$ cat src/rtl/irq_pkg.sv
package irq_pkg;

  typedef enum logic [2:0] {
    S_IDLE,
    S_ACK,
    S_PUSH_F,
    S_PUSH_CS,
    S_PUSH_IP,
    S_DONE,
    S_POP
  } seq_state_e;

  localparam int C_TYPE_DIV   = 0;
  localparam int C_TYPE_STEP  = 1;
  localparam int C_TYPE_NMI   = 2;
  localparam int C_TYPE_BRK   = 3;
  localparam int C_TYPE_UNDEF = 6;
  localparam int C_TYPE_ESC   = 7;

endpackage

$ cat src/rtl/irq_nmi_latch.sv
module irq_nmi_latch (
  input  logic clk,
  input  logic rst_n,
  input  logic nmi_i,
  input  logic take_i,
  output logic pend_o
);

  logic nmi_q;
  logic pend_q;
  logic pend_d;
  logic rise;

  assign rise = nmi_i & ~nmi_q;

  // A fresh edge wins over the clear of the request being taken.
  always_comb begin
    pend_d = pend_q;
    if (take_i) pend_d = 1'b0;
    if (rise)   pend_d = 1'b1;
  end

  always_ff @(posedge clk or negedge rst_n) begin
    if (!rst_n) begin
      nmi_q  <= 1'b0;
      pend_q <= 1'b0;
    end else begin
      nmi_q  <= nmi_i;
      pend_q <= pend_d;
    end
  end

  assign pend_o = pend_q;

endmodule

$ cat src/rtl/irq_arbiter.sv
module irq_arbiter
  import irq_pkg::*;
#(
  parameter int TYPE_W = 8
) (
  input  logic              exc_div_i,
  input  logic              exc_undef_i,
  input  logic              exc_esc_i,
  input  logic              brk_i,
  input  logic              swi_i,
  input  logic [TYPE_W-1:0] swi_type_i,
  input  logic              nmi_pend_i,
  input  logic              intr_ok_i,
  input  logic              step_ok_i,
  output logic              win_o,
  output logic              need_ack_o,
  output logic              sel_nmi_o,
  output logic [TYPE_W-1:0] type_o
);

  always_comb begin
    win_o      = 1'b1;
    need_ack_o = 1'b0;
    sel_nmi_o  = 1'b0;
    type_o     = '0;
    if (exc_div_i) begin
      type_o = TYPE_W'(C_TYPE_DIV);
    end else if (exc_undef_i) begin
      type_o = TYPE_W'(C_TYPE_UNDEF);
    end else if (exc_esc_i) begin
      type_o = TYPE_W'(C_TYPE_ESC);
    end else if (brk_i) begin
      type_o = TYPE_W'(C_TYPE_BRK);
    end else if (swi_i) begin
      type_o = swi_type_i;
    end else if (nmi_pend_i) begin
      type_o    = TYPE_W'(C_TYPE_NMI);
      sel_nmi_o = 1'b1;
    end else if (intr_ok_i) begin
      need_ack_o = 1'b1;
    end else if (step_ok_i) begin
      type_o = TYPE_W'(C_TYPE_STEP);
    end else begin
      win_o = 1'b0;
    end
  end

endmodule

$ cat src/rtl/irq_flags.sv
module irq_flags #(
  parameter int WORD_W = 16,
  parameter int IF_BIT = 9,
  parameter int TF_BIT = 8
) (
  input  logic              clk,
  input  logic              rst_n,
  input  logic              clr_en_i,
  input  logic              pop_en_i,
  input  logic [WORD_W-1:0] pop_data_i,
  input  logic              wr_en_i,
  input  logic [WORD_W-1:0] wr_data_i,
  output logic [WORD_W-1:0] flags_o
);

  logic [WORD_W-1:0] flags_q;
  logic [WORD_W-1:0] flags_d;
  logic              flags_en;

  assign flags_en = clr_en_i | pop_en_i | wr_en_i;

  always_comb begin
    flags_d = flags_q;
    if (clr_en_i) begin
      flags_d[IF_BIT] = 1'b0;
      flags_d[TF_BIT] = 1'b0;
    end else if (pop_en_i) begin
      flags_d = pop_data_i;
    end else if (wr_en_i) begin
      flags_d = wr_data_i;
    end
  end

  always_ff @(posedge clk or negedge rst_n) begin
    if (!rst_n) begin
      flags_q <= '0;
    end else if (flags_en) begin
      flags_q <= flags_d;
    end
  end

  assign flags_o = flags_q;

endmodule

$ cat src/rtl/irq_entry_seq.sv
module irq_entry_seq
  import irq_pkg::*;
#(
  parameter int TYPE_W = 8,
  parameter int WORD_W = 16,
  parameter int IF_BIT = 9,
  parameter int TF_BIT = 8
) (
  input  logic              clk,
  input  logic              rst_n,
  input  logic              boundary_i,
  input  logic              nmi_i,
  input  logic              intr_i,
  input  logic              exc_div_i,
  input  logic              exc_undef_i,
  input  logic              exc_esc_i,
  input  logic              brk_i,
  input  logic              swi_i,
  input  logic [TYPE_W-1:0] swi_type_i,
  input  logic [TYPE_W-1:0] bus_data_i,
  input  logic [WORD_W-1:0] cs_i,
  input  logic [WORD_W-1:0] ip_i,
  input  logic              flags_wr_i,
  input  logic [WORD_W-1:0] flags_wdata_i,
  input  logic              iret_i,
  input  logic [WORD_W-1:0] stack_rdata_i,
  output logic              inta_o,
  output logic              push_o,
  output logic [WORD_W-1:0] push_data_o,
  output logic              pop_o,
  output logic              done_o,
  output logic [TYPE_W+1:0] vec_addr_o,
  output logic              busy_o,
  output logic [WORD_W-1:0] flags_o
);

  localparam int VEC_W = TYPE_W + 2;

  seq_state_e        state_q, state_d;
  logic [TYPE_W-1:0] type_q, type_d;
  logic              type_en;
  logic              idle;
  logic              accept;
  logic              win;
  logic              need_ack;
  logic              sel_nmi;
  logic [TYPE_W-1:0] win_type;
  logic              nmi_pend;
  logic [WORD_W-1:0] flags;

  assign idle   = (state_q == S_IDLE);
  assign accept = idle & boundary_i & win;

  irq_nmi_latch u_nmi (
    .clk    (clk),
    .rst_n  (rst_n),
    .nmi_i  (nmi_i),
    .take_i (accept & sel_nmi),
    .pend_o (nmi_pend)
  );

  irq_arbiter #(.TYPE_W(TYPE_W)) u_arb (
    .exc_div_i   (exc_div_i),
    .exc_undef_i (exc_undef_i),
    .exc_esc_i   (exc_esc_i),
    .brk_i       (brk_i),
    .swi_i       (swi_i),
    .swi_type_i  (swi_type_i),
    .nmi_pend_i  (nmi_pend),
    .intr_ok_i   (intr_i & flags[IF_BIT]),
    .step_ok_i   (flags[TF_BIT]),
    .win_o       (win),
    .need_ack_o  (need_ack),
    .sel_nmi_o   (sel_nmi),
    .type_o      (win_type)
  );

  irq_flags #(.WORD_W(WORD_W), .IF_BIT(IF_BIT), .TF_BIT(TF_BIT)) u_flags (
    .clk        (clk),
    .rst_n      (rst_n),
    .clr_en_i   (state_q == S_PUSH_F),
    .pop_en_i   (state_q == S_POP),
    .pop_data_i (stack_rdata_i),
    .wr_en_i    (flags_wr_i & idle),
    .wr_data_i  (flags_wdata_i),
    .flags_o    (flags)
  );

  // Next-state logic.
  always_comb begin
    state_d = state_q;
    type_d  = type_q;
    type_en = 1'b0;
    unique case (state_q)
      S_IDLE: begin
        if (accept) begin
          type_d  = win_type;
          type_en = 1'b1;
          state_d = need_ack ? S_ACK : S_PUSH_F;
        end else if (iret_i) begin
          state_d = S_POP;
        end
      end
      S_ACK: begin
        type_d  = bus_data_i;
        type_en = 1'b1;
        state_d = S_PUSH_F;
      end
      S_PUSH_F:  state_d = S_PUSH_CS;
      S_PUSH_CS: state_d = S_PUSH_IP;
      S_PUSH_IP: state_d = S_DONE;
      S_DONE:    state_d = S_IDLE;
      S_POP:     state_d = S_IDLE;
      default:   state_d = S_IDLE;
    endcase
  end

  always_ff @(posedge clk or negedge rst_n) begin
    if (!rst_n) begin
      state_q <= S_IDLE;
    end else begin
      state_q <= state_d;
    end
  end

  always_ff @(posedge clk or negedge rst_n) begin
    if (!rst_n) begin
      type_q <= '0;
    end else if (type_en) begin
      type_q <= type_d;
    end
  end

  always_comb begin
    unique case (state_q)
      S_PUSH_F:  push_data_o = flags;
      S_PUSH_CS: push_data_o = cs_i;
      S_PUSH_IP: push_data_o = ip_i;
      default:   push_data_o = '0;
    endcase
  end

  assign inta_o     = (state_q == S_ACK);
  assign push_o     = (state_q == S_PUSH_F) | (state_q == S_PUSH_CS) | (state_q == S_PUSH_IP);
  assign pop_o      = (state_q == S_POP);
  assign done_o     = (state_q == S_DONE);
  assign vec_addr_o = VEC_W'({type_q, 2'b00});
  assign busy_o     = ~idle;
  assign flags_o    = flags;

endmodule

$ cat config.mk
export PLATFORM = sky130hd
export DESIGN_NAME = irq_entry_seq
export DESIGN_NICKNAME = d
export VERILOG_FILES = /design/src/rtl/irq_pkg.sv /design/src/rtl/irq_nmi_latch.sv /design/src/rtl/irq_arbiter.sv /design/src/rtl/irq_flags.sv /design/src/rtl/irq_entry_seq.sv
export SDC_FILE = /design/constraint.sdc
export NUM_CORES = 1
export LEC_CHECK = 0
export ABC_CLOCK_PERIOD_IN_PS = 3000
export BUFFER_PORTS_ARGS = -buffer_cell sky130_fd_sc_hd__buf_2
export CAP_MARGIN = 10
export CORE_AREA = 2 2 95 97
export DETAILED_ROUTE_END_ITERATION = 12
export DIE_AREA = 0 0 97 99
export HOLD_SLACK_MARGIN = 0.12
export PLACE_DENSITY = 0.59
export SLEW_MARGIN = 20
export SYNTH_ARGS = -nofsm -noshare
export SYNTH_HDL_FRONTEND = slang
export SYNTH_HIERARCHICAL = 1
export SYNTH_SLANG_ARGS = --single-unit
export TNS_END_PERCENT = 20
$ cat constraint.sdc
create_clock -name clk -period 3 [get_ports clk]
set_input_delay 0.15 -clock clk [delete_from_list [all_inputs] [get_ports clk]]
set_output_delay 0.15 -clock clk [all_outputs]
set_load 0.01 [all_outputs]
==> implementation parameters, run 1 <==
Parameter                              Value

Status
  Status    finished clean

Critical path
  Startpoint of the lowest-slack register-to-register path    state_q[1]
  Buffers & Inverters on Critical Path    0
  Critical path endpoint category    flop
  Cell with the most instances on the worst path    nor2_1
  Flop-to-flop setup slack    around 790 ps
  Crit path max fanout    14
  Type of element launching the critical path    flop
  Cells along the critical path    or3_1 > nor2_1 > nand2b_1 > o32ai_1 > nor2_1
  Stage delay of the slowest cell on the critical path    around 560 ps
  Crit-path slowest cell    dfrtp_1
  Delay-heaviest family, CP    simple AND/OR/NAND/NOR gates
  Data arrival time of the worst path    2380 ps
  Type of the worst setup path    flop to flop
  Endpoint required time on the critical path    3160 ps
  R2R Path End    u_flags/flags_o[0]
  Logic depth of the worst register-to-register path    5

Clock tree
  Clock Pin Slew Worst Setup and Hold Paths    approximately 70 ps
  Clk Tree Root Cell    clkbuf_8
  Total CTS buffers    5
  CTS tree    built
  Number of hold buffers added after cts    16
  Insertion delay of the later-clocked pin in the worst-skew pair    280 ps
  Max clock buf depth    2
  Clock H-tree levels    2
  CTS Sinks    29
  Cells resized by post-CTS repair    0
  Post-CTS setup-driven buffer insertion count    0

Drt
  Routed WL    7150 um
  Iter 0 DRT Violations    88
  Final antenna-violating net count    0
  Vias/cell    4.86
  Vias    2327
  Count of unresolved DRC violations after routing    0
  DRT Pass-1 Iters    4
  Average detailed-routed wire length per instance    14.9 um

Finish
  Share of post-route cells with drive strength above 1    0.474
  # nets final    462
  Filler Cells Inserted    between 900 and 1k
  Utilization after layout    0.357
  Antenna cells    0
  Layout overhead on the synthesized area    46.2%

Global routing
  Maximum number of pins on one net before global-route repair    30
  Total congestion overflow after global routing    0
  Antenna violations before repair    0
  First-pass GRT wire length    around 12000 um
  Total routing resource utilization after global routing    0.148
  Via count of the first global-routing pass    2325

Timing
  Setup Viol. Count Final    0
  Worst hold slack after final layout    127 ps
  Final clock skew    between 6 and 7 ps
  Slack of the critical path    787 ps
  Number of max-slew violations in the final report    0
  Measured slew at the worst slew-check pin    800 ps
  Final Hold Fails    0
  RSZ-0062 raised after global routing    false
  Min Tclk post-route    2210 ps
  Relative slew margins    0.466
  Tcrit/Tclk final    0.738
  Maximum frequency from static timing analysis    452 MHz
  Setup TNS after final layout    0 ps

Yosys
  Synth unique cells    between 40 and 50
  Synth Area per Inst    9.28 um^2
  Mapped cell area    2090 um^2
  Fraction of the yosys area taken by sequential cells    0.348
  Number of synthesized register bits    29
  Cells after synthesis    225
  Yosys warning total    6

Run
  Max-cap violations    0

Placement
  Worst setup slack after placement    around 800 ps
  # port buffers    136
  Total half-perimeter wirelength after legalization and detailed placement    5370 um
  Final Wtd Congestion    0.823

Worst hold path
  Endpoint of the worst hold path    u_flags/flags_o[8]
  Type of the most critical hold path    primary input to flop
  WHS Path Cells    3
  Launch point of the worst hold path    stack_rdata_i[8]

Floorplan
  Floorplan Core Area    8550 um^2
  Die Y-Extent    ~99 um
  Number of ports placed on the die boundary    139
  Initial core utilization    0.244
  Die Width    97 um
  Standard-cell rows    34
  Die Outline Area    9600 um^2

Power
  Worst IR Drop VDD    about 0.00035 V
  Leakage    roughly 0.0015 uW
  Power per standard cell area    928 nW/um^2
state kept, by name, summed over array words and instances (netlist names):
name / count
type_q: 8
state_q: 3
u_nmi/pend_o: 1
u_flags/flags_o: 16
u_nmi/nmi_q: 1
metal layers:
metal / GRT usage / part of all wire / vias up
li1: - / - / 1132
met1: 0.185 / 0.43 / 1083
met2: 0.256 / 0.49 / 103
met3: 0.0369 / 0.067 / 9
met4: 0.0401 / 0.010 / 0
met5: 0 / 0 / -
power breakdown:
part / switching [uW] / leakage [uW] / internal (uW) / total [uW]
combinational: 899 / 0.00109 / 794 / 1690
clock: 160 / 0.0000439 / 160 / 320
sequential: 237 / 0.000347 / 583 / 820
Yosys cell counts (all sizes together):
| cell type | number | area share |
|---|---|---|
| dfrtp | 29 | 0.35 |
| nor2 | 25 | 0.046 |
| nand2 | 21 | 0.038 |
| mux2i | 18 | 0.086 |
| buf | 17 | 0.062 |
| o21ai | 16 | 0.055 |
| o22ai | 15 | 0.048 |
| o32ai | 14 | 0.059 |
| nand2b | 12 | 0.037 |
| o221a | 8 | 0.043 |
| o22a | 8 | 0.034 |
| and3 | 6 | 0.018 |
| inv | 5 | 0.0090 |
| a21oi | 3 | 0.0072 |
| clkbuf | 3 | 0.0054 |
| a211oi | 2 | 0.0072 |
| and2 | 2 | 0.0060 |
| and3b | 2 | 0.0084 |
| mux2 | 2 | 0.011 |
| nand3b | 2 | 0.0072 |
| nor3b | 2 | 0.018 |
| a21boi | 1 | 0.0036 |
| a221oi | 1 | 0.0042 |
| a311oi | 1 | 0.0042 |
| a31oi | 1 | 0.0030 |
| conb | 1 | 0.0018 |
| nand3 | 1 | 0.0024 |
| nand4bb | 1 | 0.0054 |
| nor4 | 1 | 0.0060 |
| o31ai | 1 | 0.0036 |
| or2 | 1 | 0.0030 |
| or2b | 1 | 0.0036 |
| or3 | 1 | 0.0030 |
| or4b | 1 | 0.0048 |
worst max path at each step:
stage                               endpoint  slack [ps]  cells after the start       start
after detailed placement  u_flags/flags_o[0]         810                      5  state_q[1]
after global routing      u_flags/flags_o[1]         540                      5  state_q[1]
after CTS                     push_data_o[4]         790                      4  state_q[2]
after global placement    u_flags/flags_o[2]         900                      5  state_q[1]
final                     u_flags/flags_o[0]         790                      5  state_q[1]
after floorplan           u_flags/flags_o[0]        1070                      7  state_q[1]
final cells by class:
class	count	area, um^2	share of cell area
well taps	108	135	0.0443
inverters	5	18.8	0.00615
clock inverters	3	17.5	0.00574
clock buffers	5	68.8	0.0225
flip-flops and latches	29	727	0.238
multi-input cells	172	1210	0.395
repair buffers	157	878	0.288
metrics by stage:
stage	instances	cell area (um^2)	total power, uW
final	479	3050	2830
after global placement	455	2810	2480
after global routing	479	3050	3070
after detailed placement	455	2810	2520
after floorplan	226	2090	1970
after CTS	479	3050	2870
logic make-up after synthesis:
group           count (synthesis)  share of synthesized area
simple gates                   79                      0.207
compound gates                 71                      0.271
flops                          29                      0.348
buf+inv                        25                     0.0761
mux                            20                     0.0971
other cells                     1                    0.00180
worst reg2reg max path: cells and delay by family, from the launching register on:
kind               cells  cell delay (ps)
DFF                    1              560
and+or+nand+nor        4             1160
AOI/OAI and AO/OA      1              370
cell usage in the layout, fill, tap and decap left out, types with 3 or more instances in the layout:
| cell | n |
|---|---|
| a21oi_1 | 3 |
| dfrtp_1 | 28 |
| o22ai_1 | 14 |
| clkbuf_8 | 5 |
| nor2_1 | 24 |
| mux2i_1 | 18 |
| buf_2 | 136 |
| o21ai_2 | 9 |
| inv_1 | 4 |
| o21ai_0 | 7 |
| o32ai_1 | 14 |
| nand2b_1 | 11 |
| and3_1 | 6 |
| nand2_1 | 21 |
| o22a_1 | 8 |
| dlygate4sd3_1 | 16 |
| buf_4 | 5 |
| o221a_2 | 8 |
(Power assumes the default switching activity.)
==> run 2, diff against run 1 <==
- ABC_CLOCK_PERIOD_IN_PS: 3000 -> 2300
- clock period: 3 -> 2.3 ns (I/O delays scaled with it)
==> implementation parameters, run 2 (synthesized netlist as in run 1, its figures left out) <==
Parameter                              Value

Timing
  Number of max-slew violations in the final report    0
  Relative slew margins    0.557
  Setup Viol. Count Final    0
  Setup TNS after final layout    0 ps
  Final clock skew    4.21 ps
  Worst hold slack after final layout    roughly 130 ps
  RSZ-0062 raised after global routing    false
  Final Hold Fails    0
  Maximum frequency from static timing analysis    498 MHz
  Min Tclk post-route    2010 ps
  Tcrit/Tclk final    0.873
  Measured slew at the worst slew-check pin    664 ps

Finish
  Flip-flop count of the largest register, all copies and words added    16
  Most frequent cells in the layout    buf_2, dfrtp_1, dlygate4sd3_1
  Utilization after layout    0.377
  # nets final    475
  Antenna cells    0
  Non-Filler Instances    492
  Share of post-route cells with drive strength above 1    0.466
  Layout overhead on the synthesized area    54.3%
  Most common cell after layout, fill and taps aside    buf_2

Drt
  Iter 0 DRT Violations    94
  Vias    2387
  Average detailed-routed wire length per instance    14.9 um
  Final antenna-violating net count    0
  Count of unresolved DRC violations after routing    0
  Routed WL    7330 um
  Vias/cell    4.85
  DRT Pass-1 Iters    4

Global routing
  Via count of the first global-routing pass    roughly 2.4k
  Total congestion overflow after global routing    0
  Total routing resource utilization after global routing    0.152
  Antenna violations before repair    0
  Maximum number of pins on one net before global-route repair    30
  First-pass GRT wire length    ~12000 um

Clock tree
  Cells resized by post-CTS repair    0
  Insertion delay of the later-clocked pin in the worst-skew pair    280 ps
  Max clock buf depth    2
  Clock H-tree levels    2
  Clock Pin Slew Worst Setup and Hold Paths    ~70 ps
  Total CTS buffers    5
  Clk Tree Root Cell    clkbuf_8
  CTS tree    built
  CTS Sinks    29
  Post-CTS setup-driven buffer insertion count    0

Worst hold path
  Type of the most critical hold path    primary input to flop

Critical path
  Crit-path slowest cell    or3_1
  Cells along the critical path    or3_1 > nor2_1 > nand2b_1 > o32ai_1 > nor2_1
  Data arrival time of the worst path    2170 ps
  Type of element launching the critical path    flop
  Critical path endpoint category    flop
  Crit path max fanout    14
  Type of the worst setup path    flop to flop
  Stage delay of the slowest cell on the critical path    between 400 and 500 ps
  Endpoint required time on the critical path    2460 ps
  Cell with the most instances on the worst path    nor2_1

Floorplan
  Die Width    97 um
  Die Y-Extent    around 100 um
  Initial core utilization    0.244
  Number of ports placed on the die boundary    139
  Die Outline Area    9600 um^2
  Floorplan Core Area    8550 um^2
  Standard-cell rows    34

Power
  Power per standard cell area    1220 nW/um^2
  Pwr Total    3920 uW
  Worst IR Drop VDD    0.000440 V
  Leakage    0.00156 uW

Run
  Max-cap violations    0

Placement
  Total half-perimeter wirelength after legalization and detailed placement    approximately 5400 um
  # port buffers    136
  Final Wtd Congestion    0.793
  Inst Count DP    458

Status
  Status    finished clean
[run 2: cell types whose count changed in the layout (fill, tap and decap cells not counted)]
cell	delta
dlygate4sd3_1	+10
buf_4	+2
clkinv_2	-2
buf_12	+1
bufinv_16	+1
clkbuf_8	+1
[run 2: metrics by stage]
| stage | cell area, um^2 | setup WS [ps] |
|---|---|---|
| after floorplan | 2090 | 367 |
| after global placement | 2840 | 405 |
| after detailed placement | 2840 | 289 |
| after CTS | 3220 | 282 |
| after global routing | 3220 | 85.2 |
| final | 3220 | 293 |
[run 2: report_power, final]
part	total [uW]	switching [uW]	internal, uW
clock	560	208	352
combinational	2360	1280	1090
sequential	997	236	761
total	3920	1720	2200
[run 2: metal layers]
layer  vias up  wire length [um]  global-route usage
li1       1158                 -                   -
met1      1141              3190               0.187
met2        84              3680               0.275
met3         4               404              0.0326
met4         0                50              0.0347
met5         -                 0                   0
[run 2: path summary, 6_finish.rpt]
path	from	to	slack, ps	cells past startpoint
max in group asynchronous	rst_n	state_q[0]	1430	2
setup / recovery	state_q[2]	u_flags/flags_o[13]	290	5
hold reg to reg	u_nmi/nmi_q	u_nmi/pend_o	450	1
min in group asynchronous	rst_n	u_nmi/pend_o	410	2
hold / removal	flags_wdata_i[7]	u_flags/flags_o[7]	130	3
setup reg to reg	state_q[2]	u_flags/flags_o[13]	290	5
[run 2: final cells by class]
type | count | area [um^2]
Sequential cell | 29 | 727
Inverter | 5 | 18.8
Clock buffer | 6 | 82.6
Clock inverter | 2 | 37.5
Fill cell | 909 | 5330
Multi-Input combinational cell | 172 | 1210
Tap cell | 108 | 135
Timing Repair Buffer | 170 | 1010
[run 2: what timing repair did]
action                                  in CTS  in global routing
hold buffers                                26                  0
hold endpoints to repair                    47                  0
endpoints found under the setup margin       0                  0
[run 2: worst max-delay path: cells and delay by family, from the launching register on]
| kind | cells | cell delay, ps |
|---|---|---|
| compound gates | 1 | 390 |
| simple gates | 4 | 1120 |
| flops | 1 | 370 |
==> run 3, diff against run 2 <==
- ABC_CLOCK_PERIOD_IN_PS: 2300 -> 2000
- clock period: 2.3 -> 2 ns (I/O delays scaled with it)
==> implementation parameters, run 3 (synthesized netlist as in run 1, its figures left out) <==
Parameter                              Value

Status
  Status    finished clean

Clock tree
  Clock H-tree levels    2
  Clock Pin Slew Worst Setup and Hold Paths    70 ps
  CTS tree    built
  Clk Tree Root Cell    clkbuf_8
  Post-CTS setup-driven buffer insertion count    0
  Total CTS buffers    5
  Insertion delay of the later-clocked pin in the worst-skew pair    280 ps
  Max clock buf depth    2
  CTS Sinks    29

Drt
  Iter 0 DRT Violations    between 100 and 150
  Count of unresolved DRC violations after routing    0
  Routed WL    7520 um
  Vias/cell    4.91
  Vias    2466
  Final antenna-violating net count    0
  Average detailed-routed wire length per instance    approximately 15 um
  DRT Pass-1 Iters    4

Worst hold path
  Type of the most critical hold path    primary input to flop
  WHS Path Cells    3

Critical path
  Critical path endpoint category    flop
  Startpoint of the most critical setup path    state_q[2]
  Cells along the critical path    or3_1 > nor2_2 > nand2b_2 > o32ai_1 > nor2_1
  Logic depth of the worst register-to-register path    5
  Type of element launching the critical path    flop
  Startpoint of the lowest-slack register-to-register path    state_q[2]
  Worst setup endpoint    u_flags/flags_o[15]
  Type of the worst setup path    flop to flop
  Endpoint required time on the critical path    2160 ps
  R2R Path End    u_flags/flags_o[15]
  Crit-path slowest cell    or3_1
  Stage delay of the slowest cell on the critical path    420 ps
  Crit path max fanout    14
  Data arrival time of the worst path    roughly 1900 ps
  Flop-to-flop setup slack    220 ps

Timing
  RSZ-0062 raised after global routing    false
  Slack of the critical path    between 200 and 250 ps
  Relative slew margins    0.537
  Maximum frequency from static timing analysis    about 560 MHz
  Min Tclk post-route    between 1500 and 2000 ps
  Final clock skew    roughly 3.5 ps
  Number of max-slew violations in the final report    0
  Setup Viol. Count Final    0
  Final Hold Fails    0
  Measured slew at the worst slew-check pin    roughly 690 ps
  Tcrit/Tclk final    0.892

Placement
  Worst setup slack after placement    -50.1 ps
  Total half-perimeter wirelength after legalization and detailed placement    roughly 5400 um
  Final Wtd Congestion    0.745
  # port buffers    approximately 140
  Placement-stage cell area    between 2000 and 3000 um^2

Global routing
  GR Util met3    0.0333
  Top Usage Layer GRT    met2
  Routing usage on met2    0.277
  Via count of the first global-routing pass    roughly 2.4k
  Total congestion overflow after global routing    0
  Total routing resource utilization after global routing    0.154
  Maximum number of pins on one net before global-route repair    30
  First-pass GRT wire length    12100 um
  Antenna violations before repair    0
  Fraction of met1 tracks used by global routing    0.189

Power
  Pwr Total    ~4500 uW
  Leakage    between 0.0015 and 0.002 uW
  Worst IR Drop VDD    0.000522 V
  Power per standard cell area    ~1400 nW/um^2

Floorplan
  Die Outline Area    9600 um^2
  Floorplan Core Area    8550 um^2
  Die Y-Extent    approximately 99 um
  Number of ports placed on the die boundary    139
  Die Width    97 um
  Standard-cell rows    34
  Initial core utilization    0.244

Finish
  # nets final    approximately 490
  Most frequent cells in the layout    buf_2, dlygate4sd3_1, dfrtp_1
  Layout overhead on the synthesized area    58.3%
  Cell area after layout    3310 um^2
  Most common cell after layout, fill and taps aside    buf_2
  Antenna cells    0
  Share of post-route cells with drive strength above 1    0.472
  Flip-flop count of the largest register, all copies and words added    16
  Utilization after layout    0.387

Run
  Max-cap violations    0
==> run 3: repair_timing <==
action | in CTS | in global routing
hold buffers | 32 | 0
endpoints found under the setup margin | 14 | 20
hold endpoints to repair | 47 | 0
pin swaps | 0 | 0
gates resized for setup | 2 | 3
==> run 3: metal layers <==
metal  vias up  wire length [um]
met5         -                 0
met4         0                45
met3         4               501
met2       108              3770
met1      1174              3200
li1       1180                 -
==> run 3: per-stage QoR <==
step	cells	hold WS, ps	TNS [ps]
4_1_cts	503	164	0
5_1_grt	502	173	0
3_3_place_gp	463	178	0
3_5_place_dp	463	195	-132
2_1_floorplan	226	-196	0
6_report	502	170	0
==> run 3: cell type report <==
type                       count  area, um^2
fill                         888        5250
multi-input combinational    172        1210
timing repair buffer         180        1110
sequential                    29         727
tap                          108         135
clock buffer                   7        96.3
inverter                       5        18.8
clock inverter                 1        5.00
==> run 3: worst min path at each step <==
stage                        from           end  slack (ps)
floorplan                   rst_n    state_q[0]        -200
global placement            rst_n  u_nmi/pend_o         180
detailed placement          rst_n   u_nmi/nmi_q         200
CTS                 bus_data_i[5]     type_q[5]         160
global route        bus_data_i[5]     type_q[5]         170
finish              bus_data_i[5]     type_q[5]         170
==> run 3: power breakdown <==
group	leakage, uW	total, uW	internal (uW)	switching [uW]
Clock	0.0000542	542	311	232
Combinational	0.00120	2790	1300	1490
Sequential	0.000347	1150	876	275
Total	0.00160	4480	2490	2000
==> run 3: worst max-delay path, delay by kind of cell, from the launching register on <==
family           cells  cell delay (ps)
AO/OA/AOI/OAI        1              330
flip-flops           1              370
AND/OR/NAND/NOR      4              960
